==> src/rtl/ldr_pkg.sv <==
package ldr_pkg;
  typedef enum logic [1:0] {
    RX_IDLE  = 2'd0,
    RX_START = 2'd1,
    RX_DATA  = 2'd2,
    RX_STOP  = 2'd3
  } rx_state_e;

  localparam int unsigned BYTES_PER_WORD = 4;
endpackage

==> src/rtl/ldr_baud_gen.sv <==
module ldr_baud_gen #(
  parameter int unsigned CLK_HZ = 25_000_000,
  parameter int unsigned BAUD   = 115_200,
  parameter int unsigned OVS    = 16
) (
  input  logic clk,
  input  logic rst_n,
  output logic tick
);
  localparam int unsigned INC   = OVS * BAUD;
  localparam int unsigned ACC_W = $clog2(CLK_HZ + INC) + 1;

  logic [ACC_W-1:0] acc_q, acc_d, sum;
  logic             tick_d;

  always_comb begin
    sum = acc_q + ACC_W'(INC);
    if (sum >= ACC_W'(CLK_HZ)) begin
      acc_d  = sum - ACC_W'(CLK_HZ);
      tick_d = 1'b1;
    end else begin
      acc_d  = sum;
      tick_d = 1'b0;
    end
  end

  always_ff @(posedge clk or negedge rst_n) begin
    if (!rst_n) begin
      acc_q <= '0;
      tick  <= 1'b0;
    end else begin
      acc_q <= acc_d;
      tick  <= tick_d;
    end
  end
endmodule

==> src/rtl/ldr_uart_rx.sv <==
module ldr_uart_rx
  import ldr_pkg::*;
#(
  parameter int unsigned OVS = 16
) (
  input  logic       clk,
  input  logic       rst_n,
  input  logic       tick,
  input  logic       rx,
  output logic       byte_vld,
  output logic [7:0] byte_data
);
  localparam int unsigned CNT_W = $clog2(OVS);
  localparam logic [CNT_W-1:0] MID  = CNT_W'(OVS / 2 - 1);
  localparam logic [CNT_W-1:0] LAST = CNT_W'(OVS - 1);

  logic             sync1, rx_s;
  rx_state_e        st_q, st_d;
  logic [CNT_W-1:0] cnt_q, cnt_d;
  logic [2:0]       bit_q, bit_d;
  logic [7:0]       sh_q, sh_d;
  logic             vld_d;

  always_ff @(posedge clk or negedge rst_n) begin
    if (!rst_n) begin
      sync1 <= 1'b1;
      rx_s  <= 1'b1;
    end else begin
      sync1 <= rx;
      rx_s  <= sync1;
    end
  end

  always_comb begin
    st_d  = st_q;
    cnt_d = cnt_q;
    bit_d = bit_q;
    sh_d  = sh_q;
    vld_d = 1'b0;
    unique case (st_q)
      RX_IDLE: if (!rx_s) begin
        st_d  = RX_START;
        cnt_d = '0;
      end
      RX_START: if (tick) begin
        if (cnt_q == MID) begin
          cnt_d = '0;
          bit_d = '0;
          st_d  = rx_s ? RX_IDLE : RX_DATA;
        end else cnt_d = cnt_q + 1'b1;
      end
      RX_DATA: if (tick) begin
        if (cnt_q == LAST) begin
          cnt_d = '0;
          sh_d  = {rx_s, sh_q[7:1]};
          if (bit_q == 3'd7) st_d = RX_STOP;
          else               bit_d = bit_q + 1'b1;
        end else cnt_d = cnt_q + 1'b1;
      end
      RX_STOP: if (tick) begin
        if (cnt_q == LAST) begin
          vld_d = rx_s;
          st_d  = RX_IDLE;
        end else cnt_d = cnt_q + 1'b1;
      end
      default: st_d = RX_IDLE;
    endcase
  end

  always_ff @(posedge clk or negedge rst_n) begin
    if (!rst_n) begin
      st_q     <= RX_IDLE;
      cnt_q    <= '0;
      bit_q    <= '0;
      sh_q     <= '0;
      byte_vld <= 1'b0;
    end else begin
      st_q     <= st_d;
      cnt_q    <= cnt_d;
      bit_q    <= bit_d;
      sh_q     <= sh_d;
      byte_vld <= vld_d;
    end
  end

  assign byte_data = sh_q;
endmodule

==> src/rtl/ldr_word_pack.sv <==
module ldr_word_pack
  import ldr_pkg::*;
#(
  parameter int unsigned ADDR_W = 10,
  parameter logic [31:0] MARKER = 32'hBAAD_F00D
) (
  input  logic              clk,
  input  logic              rst_n,
  input  logic              byte_vld,
  input  logic [7:0]        byte_data,
  output logic              imem_we,
  output logic [ADDR_W-1:0] imem_addr,
  output logic [31:0]       imem_wdata,
  output logic              run_en
);
  localparam int unsigned IDX_W = $clog2(BYTES_PER_WORD);

  logic [IDX_W-1:0]  idx_q, idx_d;
  logic [23:0]       part_q, part_d;
  logic [ADDR_W-1:0] nxt_q, nxt_d, addr_d;
  logic [31:0]       full, data_d;
  logic              we_d, run_d;

  always_comb begin
    idx_d  = idx_q;
    part_d = part_q;
    nxt_d  = nxt_q;
    addr_d = imem_addr;
    data_d = imem_wdata;
    run_d  = run_en;
    we_d   = 1'b0;
    full   = {byte_data, part_q};
    if (!run_en && byte_vld) begin
      if (idx_q == IDX_W'(BYTES_PER_WORD - 1)) begin
        idx_d  = '0;
        part_d = '0;
        if (full == MARKER) begin
          run_d = 1'b1;
          nxt_d = '0;
        end else begin
          we_d   = 1'b1;
          addr_d = nxt_q;
          data_d = full;
          nxt_d  = nxt_q + 1'b1;
        end
      end else begin
        part_d[idx_q*8 +: 8] = byte_data;
        idx_d = idx_q + 1'b1;
      end
    end
  end

  always_ff @(posedge clk or negedge rst_n) begin
    if (!rst_n) begin
      idx_q      <= '0;
      part_q     <= '0;
      nxt_q      <= '0;
      imem_we    <= 1'b0;
      imem_addr  <= '0;
      imem_wdata <= '0;
      run_en     <= 1'b0;
    end else begin
      idx_q      <= idx_d;
      part_q     <= part_d;
      nxt_q      <= nxt_d;
      imem_we    <= we_d;
      imem_addr  <= addr_d;
      imem_wdata <= data_d;
      run_en     <= run_d;
    end
  end
endmodule

==> src/rtl/boot_loader.sv <==
module boot_loader #(
  parameter int unsigned CLK_HZ = 25_000_000,
  parameter int unsigned BAUD   = 115_200,
  parameter int unsigned OVS    = 16,
  parameter int unsigned ADDR_W = 10,
  parameter logic [31:0] MARKER = 32'hBAAD_F00D
) (
  input  logic              clk,
  input  logic              rst_n,
  input  logic              uart_rx,
  output logic              imem_we,
  output logic [ADDR_W-1:0] imem_addr,
  output logic [31:0]       imem_wdata,
  output logic              run_en
);
  logic       rst_m, rst_sn;
  logic       tick, byte_vld;
  logic [7:0] byte_data;

  // asynchronous assertion, synchronous release
  always_ff @(posedge clk or negedge rst_n) begin
    if (!rst_n) begin
      rst_m  <= 1'b0;
      rst_sn <= 1'b0;
    end else begin
      rst_m  <= 1'b1;
      rst_sn <= rst_m;
    end
  end

  ldr_baud_gen #(.CLK_HZ(CLK_HZ), .BAUD(BAUD), .OVS(OVS)) i_baud (
    .clk(clk), .rst_n(rst_sn), .tick(tick)
  );

  ldr_uart_rx #(.OVS(OVS)) i_rx (
    .clk(clk), .rst_n(rst_sn), .tick(tick), .rx(uart_rx),
    .byte_vld(byte_vld), .byte_data(byte_data)
  );

  ldr_word_pack #(.ADDR_W(ADDR_W), .MARKER(MARKER)) i_pack (
    .clk(clk), .rst_n(rst_sn), .byte_vld(byte_vld), .byte_data(byte_data),
    .imem_we(imem_we), .imem_addr(imem_addr), .imem_wdata(imem_wdata),
    .run_en(run_en)
  );
endmodule

==> config.mk <==
export PLATFORM = sky130hd
export DESIGN_NAME = boot_loader
export DESIGN_NICKNAME = d
export VERILOG_FILES = /design/src/rtl/ldr_pkg.sv /design/src/rtl/ldr_baud_gen.sv /design/src/rtl/ldr_uart_rx.sv /design/src/rtl/ldr_word_pack.sv /design/src/rtl/boot_loader.sv
export SDC_FILE = /design/constraint.sdc
export NUM_CORES = 1
export LEC_CHECK = 0
export CORE_ASPECT_RATIO = 1.4
export CORE_UTILIZATION = 62
export CTS_CLUSTER_SIZE = 28
export DETAILED_ROUTE_END_ITERATION = 7
export PLACE_DENSITY = 0.84
export SLEW_MARGIN = 0
export SYNTH_ARGS = -nofsm -noshare
export SYNTH_HDL_FRONTEND = slang
export SYNTH_SLANG_ARGS = --single-unit
==> constraint.sdc <==
create_clock -name clk -period 7.1 [get_ports clk]
set_clock_uncertainty 0.15 [all_clocks]
set_input_delay 1.42 -clock clk [delete_from_list [all_inputs] [get_ports clk]]
set_output_delay 1.42 -clock clk [all_outputs]
set_load 0.01 [all_outputs]
==> run metrics, run 1 <==
Max Cap Viol 0; top post-synthesis cells by area dfrtp_1, mux2_2, a22o_1; fin util roughly three quarters; Layout area overhead 20.47%; period utilisation layout roughly half; Clock transition at path regs about 0.060 ns; syn_nets between 500 and 600; status completed; EDFF count, synth 0; largest net degree at the start of global routing 90; Die Area 9633 sq um; endpoints failing hold 0; hold buffers post-CTS 0; drt first-iter violations around 250; synthesized area 5728 sq um; maximum VDD drop 0.0002601 V; met2 WL ~6500 um; Max-slew headroom about 17%; flop and latch count out of synthesis 123; met3 routed wirelength around 390 um; chip width roughly 83 um; Synth top area share 52.86%; Synth Instances around 500; CTS resizes 0; Crit path required time around 7.3 ns; remaining global-route overflow 0; CP startpoint kind flop; DRC 0; Max Transition Viols Final 0; RSZ-0062 raised after global routing false; CP arrival approximately 3.9 ns; CTS Buf Count 17; core area roughly 9000 sq um; PwrDens 237.9 nW/um^2; crit path kind reg2reg; fillcell total 560; via count of the first global-routing pass about 4200; Detailed Routing Iterations Pass 1 5; Setup Viol. Count Final 0; layout cell share with drive strength beyond 1 18.21%; CTS tree built; post-CTS setup buffer count 0; Met1 Routed Length slightly below 5000 um; synthesized area per cell between 10 and 15 sq um; static leakage about 3.1 nW; Vias/cell approximately 6.1; Diodes inserted 0; top sig layer met4; total number of vias a little over 4000; CTS Root Cell clkbuf_16; Synth Flop Type dfrtp_1; initial antenna violation count 0; share of flip-flops with an asynchronous set or reset 100.0%; Fmax achieved 0.2712 GHz; post-synthesis sequential area ratio 53.78%; CP Capture Type flop; Yosys warning total 0; synth unique cells 57; total track usage 27.01%; NumNets Final between 500 and 600; Hold Path Class reg2async; number of cell rows about 40; Ports 47; clk_lat worst skew around 0.42 ns; port bufs 46; maximum root-to-sink buffer count 2; final setup TNS 0 ns; Final min period ~3.7 ns; Die Y-Extent ~120 um; WL/cell 17.95 um; leading area contributor after synthesis dfrtp_1; Least-Margin Pin Slew ~1.2 ns; Antenna Nets Post-Route 0; CP Max Fanout 18; Initial Util about 64%; H-tree levels 4; first-pass GRT wire length just over 20000 um; placed wire-length estimate approximately 7600 um; final estimated routing congestion in global placement about 0.92; DRT Wirelength around 12000 um; # clock sinks around 120
[area by class of cell]
cell class	instances	area [sq um]	share of cell area (%)
multi-input combinational	345	2516	36.46
tap	107	133.9	1.940
timing repair buffer	49	483.0	6.999
sequential	123	3084	44.70
clock inverter	13	188.9	2.738
inverter	11	41.29	0.5984
clock buffer	19	452.9	6.564
[cells in the final DEF (no fill, tap or decap), types with 11 or more instances in the layout]
master and n:
a21oi_1 12, a22o_1 24, clkbuf_16 17, clkdlybuf4s50_1 46, dfrtp_1 120, ha_1 13
inv_1 11, mux2_2 53, nand2_1 46, nand3_1 13, nor2_1 26, o21ai_0 32
xnor2_1 17
[Yosys cell counts (3+ instances only)]
master and number:
and2_1 4, nor3_1 9, buf_2 6, and4b_1 4
a31oi_1 4, xnor2_1 17, o21ai_0 32, nand4_1 6
mux2i_1 3, nor2_1 27, xor2_1 9, clkbuf_1 10
nor2b_1 7, or3_1 4, ha_1 13, a21oi_1 12
nand3_1 13, and3_1 7, mux2_2 53, dfrtp_1 121
nand2_1 46, nand3b_1 5, a21o_1 4, inv_1 11
nand2b_1 5, a22o_1 24
[layer usage]
| metal | vias to the layer above | track usage, % |
|---|---|---|
| met2 | 93 | 48.85 |
| met5 | - | 0 |
| met4 | 0 | 10.11 |
| li1 | 1889 | - |
| met3 | 17 | 6.624 |
| met1 | 2040 | 31.19 |
[path summary, 6_finish.rpt]
kind / startpoint / cells past startpoint / slack, ns / endpoint
worst max-delay path: i_baud.acc_q[13] / 9 / 3.41 / i_baud.acc_q[20]
worst min-delay path: rst_sn / 0 / 0.12 / i_pack.imem_addr[8]
worst max register to register: i_baud.acc_q[13] / 9 / 3.41 / i_baud.acc_q[20]
worst min register to register: rst_sn / 0 / 0.12 / i_pack.imem_addr[8]
max in group asynchronous: rst_sn / 1 / 5.26 / i_rx.bit_q[2]
min in group clk: i_rx.sync1 / 0 / 0.20 / i_rx.rx_s
[worst max-delay path, cell delays in order (launching register included)]
cell and delay (ns):
dfrtp_1 0.48, ha_1 0.44, nand2b_1 0.24, a2111oi_0 0.50
o211ai_1 0.19, nor2b_1 0.21, o311ai_4 0.70, and2_1 0.30
mux2i_1 0.25, xnor2_1 0.15
[through the flow]
step | setup slack [ns] | total power [mW] | hold slack, ns | instance area (sq um) | instances
final | 3.413 | 1.642 | 0.1245 | 6900 | 667
after detailed placement | 3.453 | 0.7314 | 0.1353 | 6259 | 635
after global placement | 3.587 | 0.7311 | 0.1284 | 6259 | 635
after CTS | 3.415 | 1.652 | 0.1431 | 6900 | 667
after global routing | 3.141 | 1.691 | 0.1696 | 6900 | 667
after floorplan | 3.273 | 0.7259 | 0.1812 | 5728 | 499
[cells by family after synthesis]
family | Yosys count | synth area share, %
compound gates | 96 | 11.75
xor+xnor | 26 | 3.976
fa+ha+maj | 13 | 2.840
buf+inv | 31 | 2.425
flops | 123 | 53.78
mux | 56 | 10.94
other cells | 1 | 0.06547
simple gates | 153 | 14.22
[power breakdown]
group | switching [mW] | total [mW] | internal [mW]
combinational | 0.00947 | 0.0109 | 0.00140
clock | 0.316 | 0.923 | 0.608
sequential | 0.00405 | 0.707 | 0.703
[state kept, by name, summed over array words and instances (netlist names), 2 cells and up, named ones only]
name and flops:
i_baud.acc_q 20, i_pack.idx_q 2, i_pack.imem_addr 10, i_pack.imem_wdata 32, i_pack.nxt_q 10, i_pack.part_q 24, i_rx.bit_q 3, i_rx.byte_data 8
i_rx.cnt_q 4
No activity file was read; power rests on OpenSTA's default activity.
==> run 2: changes to the inputs <==
--- a/config.mk
+++ b/config.mk
@@ -6,10 +6,10 @@
 export NUM_CORES = 1
 export LEC_CHECK = 0
 export CORE_ASPECT_RATIO = 1.4
-export CORE_UTILIZATION = 62
+export CORE_UTILIZATION = 58
 export CTS_CLUSTER_SIZE = 28
 export DETAILED_ROUTE_END_ITERATION = 7
-export PLACE_DENSITY = 0.84
+export PLACE_DENSITY = 0.8
 export SLEW_MARGIN = 0
 export SYNTH_ARGS = -nofsm -noshare
 export SYNTH_HDL_FRONTEND = slang
==> constraint.sdc (replaced) <==
create_clock -name clk -period 3.6 [get_ports clk]
set_clock_uncertainty 0.15 [all_clocks]
set_input_delay 0.72 -clock clk [delete_from_list [all_inputs] [get_ports clk]]
set_output_delay 0.72 -clock clk [all_outputs]
set_load 0.01 [all_outputs]
==> run 2 against run 1 <==
  * Sequential share of layout area down 0.21 points
  * Count of clock-buffer cells in the layout down 2
  * Non-clock buffer count up 4
  * Sequential power up 98%
  * Sequential cell count unchanged
  * Via count down 0.87%
  * Largest cell class unchanged
==> run metrics, run 2 (synthesized netlist as in run 1, its figures left out) <==
status completed; CTS Buf Count 17 (unchanged); Largest Register i_pack.imem_wdata; RSZ-0062 raised after global routing false; PwrDens 445.9 nW/um^2 (+87%); static leakage 3.139 nW (about the same); commonest non-fill, non-tap cell in the layout dfrtp_1; worst reg2reg setup slack 0.25 ns (-3.16 ns); CP Capture Type flop; Hold Path Class reg2reg; CP arrival 3.47 ns (-0.40 ns); Antenna Nets Post-Route 0 (unchanged); H-tree levels 4 (unchanged); R2R Path Start i_baud.acc_q[13]; CTS Root Cell clkbuf_16; largest net degree at the start of global routing 77 (-14%); final setup TNS 0 ns (unchanged); number of cell rows 42 (+2.4%); first-pass GRT wire length 19430 um (-3.7%); initial antenna violation count 0 (unchanged); top flop regs i_pack.imem_wdata (32), i_pack.part_q (24), i_baud.acc_q (20); Least-Margin Pin Slew 0.9604 ns (-0.2749 ns); core area 9512 sq um (+6.0%); Reg-to-Reg End i_baud.acc_q[16]; Ports 47 (unchanged); max reg flops 32 (unchanged); post-CTS setup buffer count 0 (unchanged); crit path kind reg2reg; CTS tree built; placed wire-length estimate 7783 um (+2.6%); CP max-delay cell o311ai_4; critical path startpoint i_baud.acc_q[13]; Max-slew headroom 35.97% (+19 points); R2R depth 10 (+1); Clock transition at path regs 0.06 ns (about the same); Final min period 3.348 ns (-0.3389 ns); NumNets Final 567 (+0.71%); Max Transition Viols Final 0 (unchanged); Initial Util 60.22% (-3.6 points); Crit path required time 3.73 ns (-3.55 ns); Worst setup endpoint i_baud.acc_q[16]; port bufs 46 (unchanged); remaining global-route overflow 0 (unchanged); Vias/cell 5.753 (-5.0%); Diodes inserted 0 (unchanged); Die Y-Extent 119.6 um (+3.3%); clk_lat worst skew 0.41 ns (about the same); worst slack, placed 0.2485 ns (-3.204 ns); via count of the first global-routing pass 4052 (-3.6%); Setup Viol. Count Final 0 (unchanged); Die Area 10280 sq um (+6.8%); drt first-iter violations 171 (-32%); DRT Wirelength 11460 um (-4.3%); worst setup margin 0.2518 ns (-3.161 ns); WL/cell 16.47 um (-8.3%); chip width 85.99 um (+3.3%); total number of vias 4004 (-0.87%); Layout area overhead 21.04%; maximum VDD drop 0.0003324 V (+28%); CP Max Fanout 12 (-6); hold buffers post-CTS 0 (unchanged); total track usage 24.63% (-2.4 points); # clock sinks 123 (unchanged); Max Cap Viol 0 (unchanged); Detailed Routing Iterations Pass 1 4 (-1); endpoints failing hold 0 (unchanged); CP Cell Sequence ha_1, nand2b_1, a2111oi_0, o211ai_1, nor2b_1, o311ai_4, buf_4, o2bb2ai_1, a211oi_2, xor2_1; Fmax achieved 0.2987 GHz (+10%); layout cell share with drive strength beyond 1 18.79% (+0.58 points); DRC 0 (unchanged); CP startpoint kind flop; most frequent cells in the layout dfrtp_1, mux2_2, nand2_1, clkdlybuf4s50_1, o21ai_0; CTS resizes 0 (unchanged); maximum root-to-sink buffer count 2 (unchanged); slowest cell delay on critical path 0.55 ns (-0.15 ns); final estimated routing congestion in global placement 0.8953 (-2.4%); period utilisation layout 93.01% (+41 points)
run 2: changes by cell type in the layout (fill, tap and decap cells not counted):
| cell | previous run | this run |
|---|---|---|
| buf_12 | 0 | 2 |
| buf_4 | 3 | 5 |
| inv_6 | 2 | 7 |
| bufinv_16 | 4 | 2 |
| clkinvlp_4 | 2 | 3 |
| clkinv_4 | 3 | 1 |
| clkbuf_8 | 2 | 0 |
run 2: cell type report:
cell class	instances	area [sq um]
inverters	11	41.29
clock inverters	15	162.7
fillers	650	2579
repair buffers	53	538.0
multi-input cells	345	2516
clock buffers	17	425.4
flip-flops and latches	123	3084
well taps	132	165.2
run 2: power by group:
part	switching, mW	internal (mW)	total [mW]
Combinational	0.0103	0.00438	0.0147
Clock	0.643	1.03	1.67
Sequential	0.0167	1.39	1.40
run 2: worst min-delay path by stage:
stage | from | to | slack [ns] | cells after the start
after floorplan | rst_m | rst_sn | 0.18 | 0
after global placement | rst_m | rst_sn | 0.19 | 0
after detailed placement | i_rx.sync1 | i_rx.rx_s | 0.20 | 0
after CTS | i_rx.sync1 | i_rx.rx_s | 0.21 | 0
after global routing | i_rx.sync1 | i_rx.rx_s | 0.21 | 0
final | i_rx.sync1 | i_rx.rx_s | 0.21 | 0
run 2: critical path, delay by kind of cell, from the launching register on:
kind | cells | cell delay [ns]
compound gates | 5 | 1.42
xor+xnor | 1 | 0.17
fa+ha+maj | 1 | 0.35
simple gates | 2 | 0.40
buf+inv | 1 | 0.25
flops | 1 | 0.48
run 2: routing by layer:
metal / vias up / global-route usage, % / part of all wire, %
li1: 1906 / - / -
met1: 1991 / 28.58 / 41
met2: 86 / 42.96 / 54
met3: 21 / 6.534 / 2.9
met4: 0 / 9.583 / 2.0
met5: - / 0 / 0
run 2: metrics by stage:
stage | hold slack (ns) | instances | util, % | cell area (sq um) | total power [mW]
4_1_cts | 0.2051 | 696 | 72.89 | 6933 | 3.120
3_5_place_dp | 0.1968 | 664 | 66.71 | 6345 | 1.445
6_report | 0.2054 | 696 | 72.89 | 6933 | 3.092
3_3_place_gp | 0.1918 | 664 | 66.71 | 6345 | 1.444
5_1_grt | 0.2137 | 696 | 72.89 | 6933 | 3.187
2_1_floorplan | 0.1811 | 499 | - | 5729 | 1.432
==> run 3: changes to the inputs <==
--- a/config.mk
+++ b/config.mk
@@ -9,7 +9,7 @@
 export CORE_UTILIZATION = 58
 export CTS_CLUSTER_SIZE = 28
 export DETAILED_ROUTE_END_ITERATION = 7
-export PLACE_DENSITY = 0.8
+export PLACE_DENSITY = 0.89
 export SLEW_MARGIN = 0
 export SYNTH_ARGS = -nofsm -noshare
 export SYNTH_HDL_FRONTEND = slang
==> run 3 against run 2 <==
  * Worst hold slack worse by 0.00086 ns
  * Wire length up 3.5%
  * Maximum frequency down 1.5%
  * Via count up 2.1%
  * Die area unchanged
  * Count of clock-buffer cells in the layout up 3
  * Final area up 0.96%
  * Largest cell class unchanged
  * Largest power group unchanged
==> run metrics, run 3 (synthesized netlist as in run 1, its figures left out) <==
Max-slew headroom 51.58% (+16 points); number of cell rows 42 (unchanged); Clock transition at path regs 0.05 ns (about the same); Die Area 10280 sq um (unchanged); placed cell areas 6330 sq um (-0.24%); via count of the first global-routing pass 4117 (+1.6%); Hold Path Class reg2reg; remaining global-route overflow 0 (unchanged); placed wire-length estimate 7534 um (-3.2%); Diodes inserted 0 (unchanged); port bufs 46 (unchanged); RSZ-0062 raised after global routing false; CP max-delay cell o311ai_4; DRT Wirelength 11860 um (+3.5%); period utilisation layout 94.42% (+1.4 points); CTS tree built; Critical Path Stages 9 (-1); CP Max Fanout 17 (+5); worst slack, placed 0.1462 ns (-0.1023 ns); total number of vias 4087 (+2.1%); Least-Margin Pin Slew 0.7215 ns (-0.2389 ns); Max Cap Viol 0 (unchanged); PwrDens 474.7 nW/um^2 (+6.4%); # clock sinks 123 (unchanged); Largest Register i_pack.imem_wdata; top flop regs i_pack.imem_wdata (32), i_pack.part_q (24), i_baud.acc_q (20); maximum root-to-sink buffer count 2 (unchanged); worst hold stages 0 (unchanged); CP Cell Sequence ha_2, a21bo_2, o21ai_0, a21o_1, nand2_1, o311ai_4, and2_1, mux2i_1, xnor2_1; endpoints failing hold 0 (unchanged); Fmax achieved 0.2942 GHz (-1.5%); Detailed Routing Iterations Pass 1 5 (+1); fin area 6999 sq um (+0.96%); status completed; CP delay by family, top compound AO/OA/AOI/OAI gates; Crit path required time 3.79 ns (+0.06 ns); Setup Viol. Count Final 0 (unchanged); maximum VDD drop 0.0004857 V (+46%); post-CTS setup buffer count 0 (unchanged); CTS Buf Count 17 (unchanged); WL/cell 17.09 um (+3.8%); NumNets Final 565 (-0.35%); Buf+Inv Stages, Crit Path 0 (-1); most frequent cells in the layout dfrtp_1, mux2_2, nand2_1, clkdlybuf4s50_1, o21ai_0; layout cell share with drive strength beyond 1 18.51% (-0.29 points); R2R depth 9 (-1); crit path kind reg2reg; max reg flops 32 (unchanged); slowest cell delay on critical path 0.61 ns (+0.06 ns); CP startpoint kind flop; Vias/cell 5.889 (+2.4%); static leakage 3.165 nW (+0.83%); CP Capture Type flop; H-tree levels 4 (unchanged); worst setup margin 0.2011 ns (-0.05070 ns); Layout area overhead 22.19%; initial antenna violation count 0 (unchanged); final setup TNS 0 ns (unchanged); first-pass GRT wire length 19980 um (+2.8%); Antenna Nets Post-Route 0 (unchanged); Final min period 3.399 ns (+0.05070 ns); drt first-iter violations 300 (+75%); DRC 0 (unchanged); final estimated routing congestion in global placement 0.8951 (about the same); CTS Root Cell clkbuf_16; CP arrival 3.59 ns (+0.12 ns); core area 9512 sq um (unchanged); Die Y-Extent 119.6 um (unchanged); chip width 85.99 um (unchanged); total track usage 25.19% (+0.57 points); commonest non-fill, non-tap cell in the layout dfrtp_1; Ports 47 (unchanged); Max Transition Viols Final 0 (unchanged); clk_lat worst skew 0.42 ns (about the same); Initial Util 60.22% (unchanged); largest net degree at the start of global routing 122 (+58%)
run 3: final cells by class:
cell class / count / area (sq um)
repair buffers: 51 / 523.0
well taps: 132 / 165.2
multi-input cells: 345 / 2519
inverters: 11 / 41.29
fillers: 593 / 2512
flip-flops and latches: 123 / 3084
clock inverters: 12 / 210.2
clock buffers: 20 / 456.7
run 3: final timing paths:
| kind | startpoint | slack [ns] | to |
|---|---|---|---|
| max in group asynchronous | rst_sn | 2.54 | i_baud.acc_q[23] |
| min in group asynchronous | rst_sn | 0.21 | i_pack.nxt_q[5] |
| min reg2reg | i_rx.sync1 | 0.20 | i_rx.rx_s |
| min | i_rx.sync1 | 0.20 | i_rx.rx_s |
| max reg2reg | i_baud.acc_q[13] | 0.20 | i_baud.acc_q[20] |
| max | i_baud.acc_q[13] | 0.20 | i_baud.acc_q[20] |
run 3: power breakdown:
part	leakage [nW]	internal, mW	switching (mW)	total (mW)
clock	0.321	1.27	0.632	1.90
combinational	1.21	0.00440	0.0253	0.0297
sequential	1.64	1.39	0.00168	1.39
run 3: worst register-to-register path, stage by stage (launching register included):
cell and delay (ns):
dfrtp_1 0.51, ha_2 0.42, a21bo_2 0.30, o21ai_0 0.30
a21o_1 0.19, nand2_1 0.12, o311ai_4 0.61, and2_1 0.30
mux2i_1 0.27, xnor2_1 0.14
run 3: timing repair:
item | CTS | global route
resized for setup | 0 | 1
endpoints found under the setup margin | 0 | 5
hold buffers | 0 | 0
run 3: through the flow:
stage | total power [mW] | hold slack [ns] | util, % | cells
finish | 3.322 | 0.2046 | 73.59 | 694
floorplan | 1.432 | 0.1811 | - | 499
global route | 3.410 | 0.2125 | 73.59 | 694
detailed placement | 1.445 | 0.1970 | 66.55 | 662
CTS | 3.338 | 0.2048 | 73.56 | 694
global placement | 1.443 | 0.1864 | 66.55 | 662
run 3: metal layers:
layer | wire [um] | GRT usage, % | share of wire (%)
met2 | 6370 | 42.96 | 54
met1 | 4833 | 30.03 | 41
met4 | 245 | 11.15 | 2.1
met5 | 0 | 0 | 0
met3 | 414 | 5.983 | 3.5
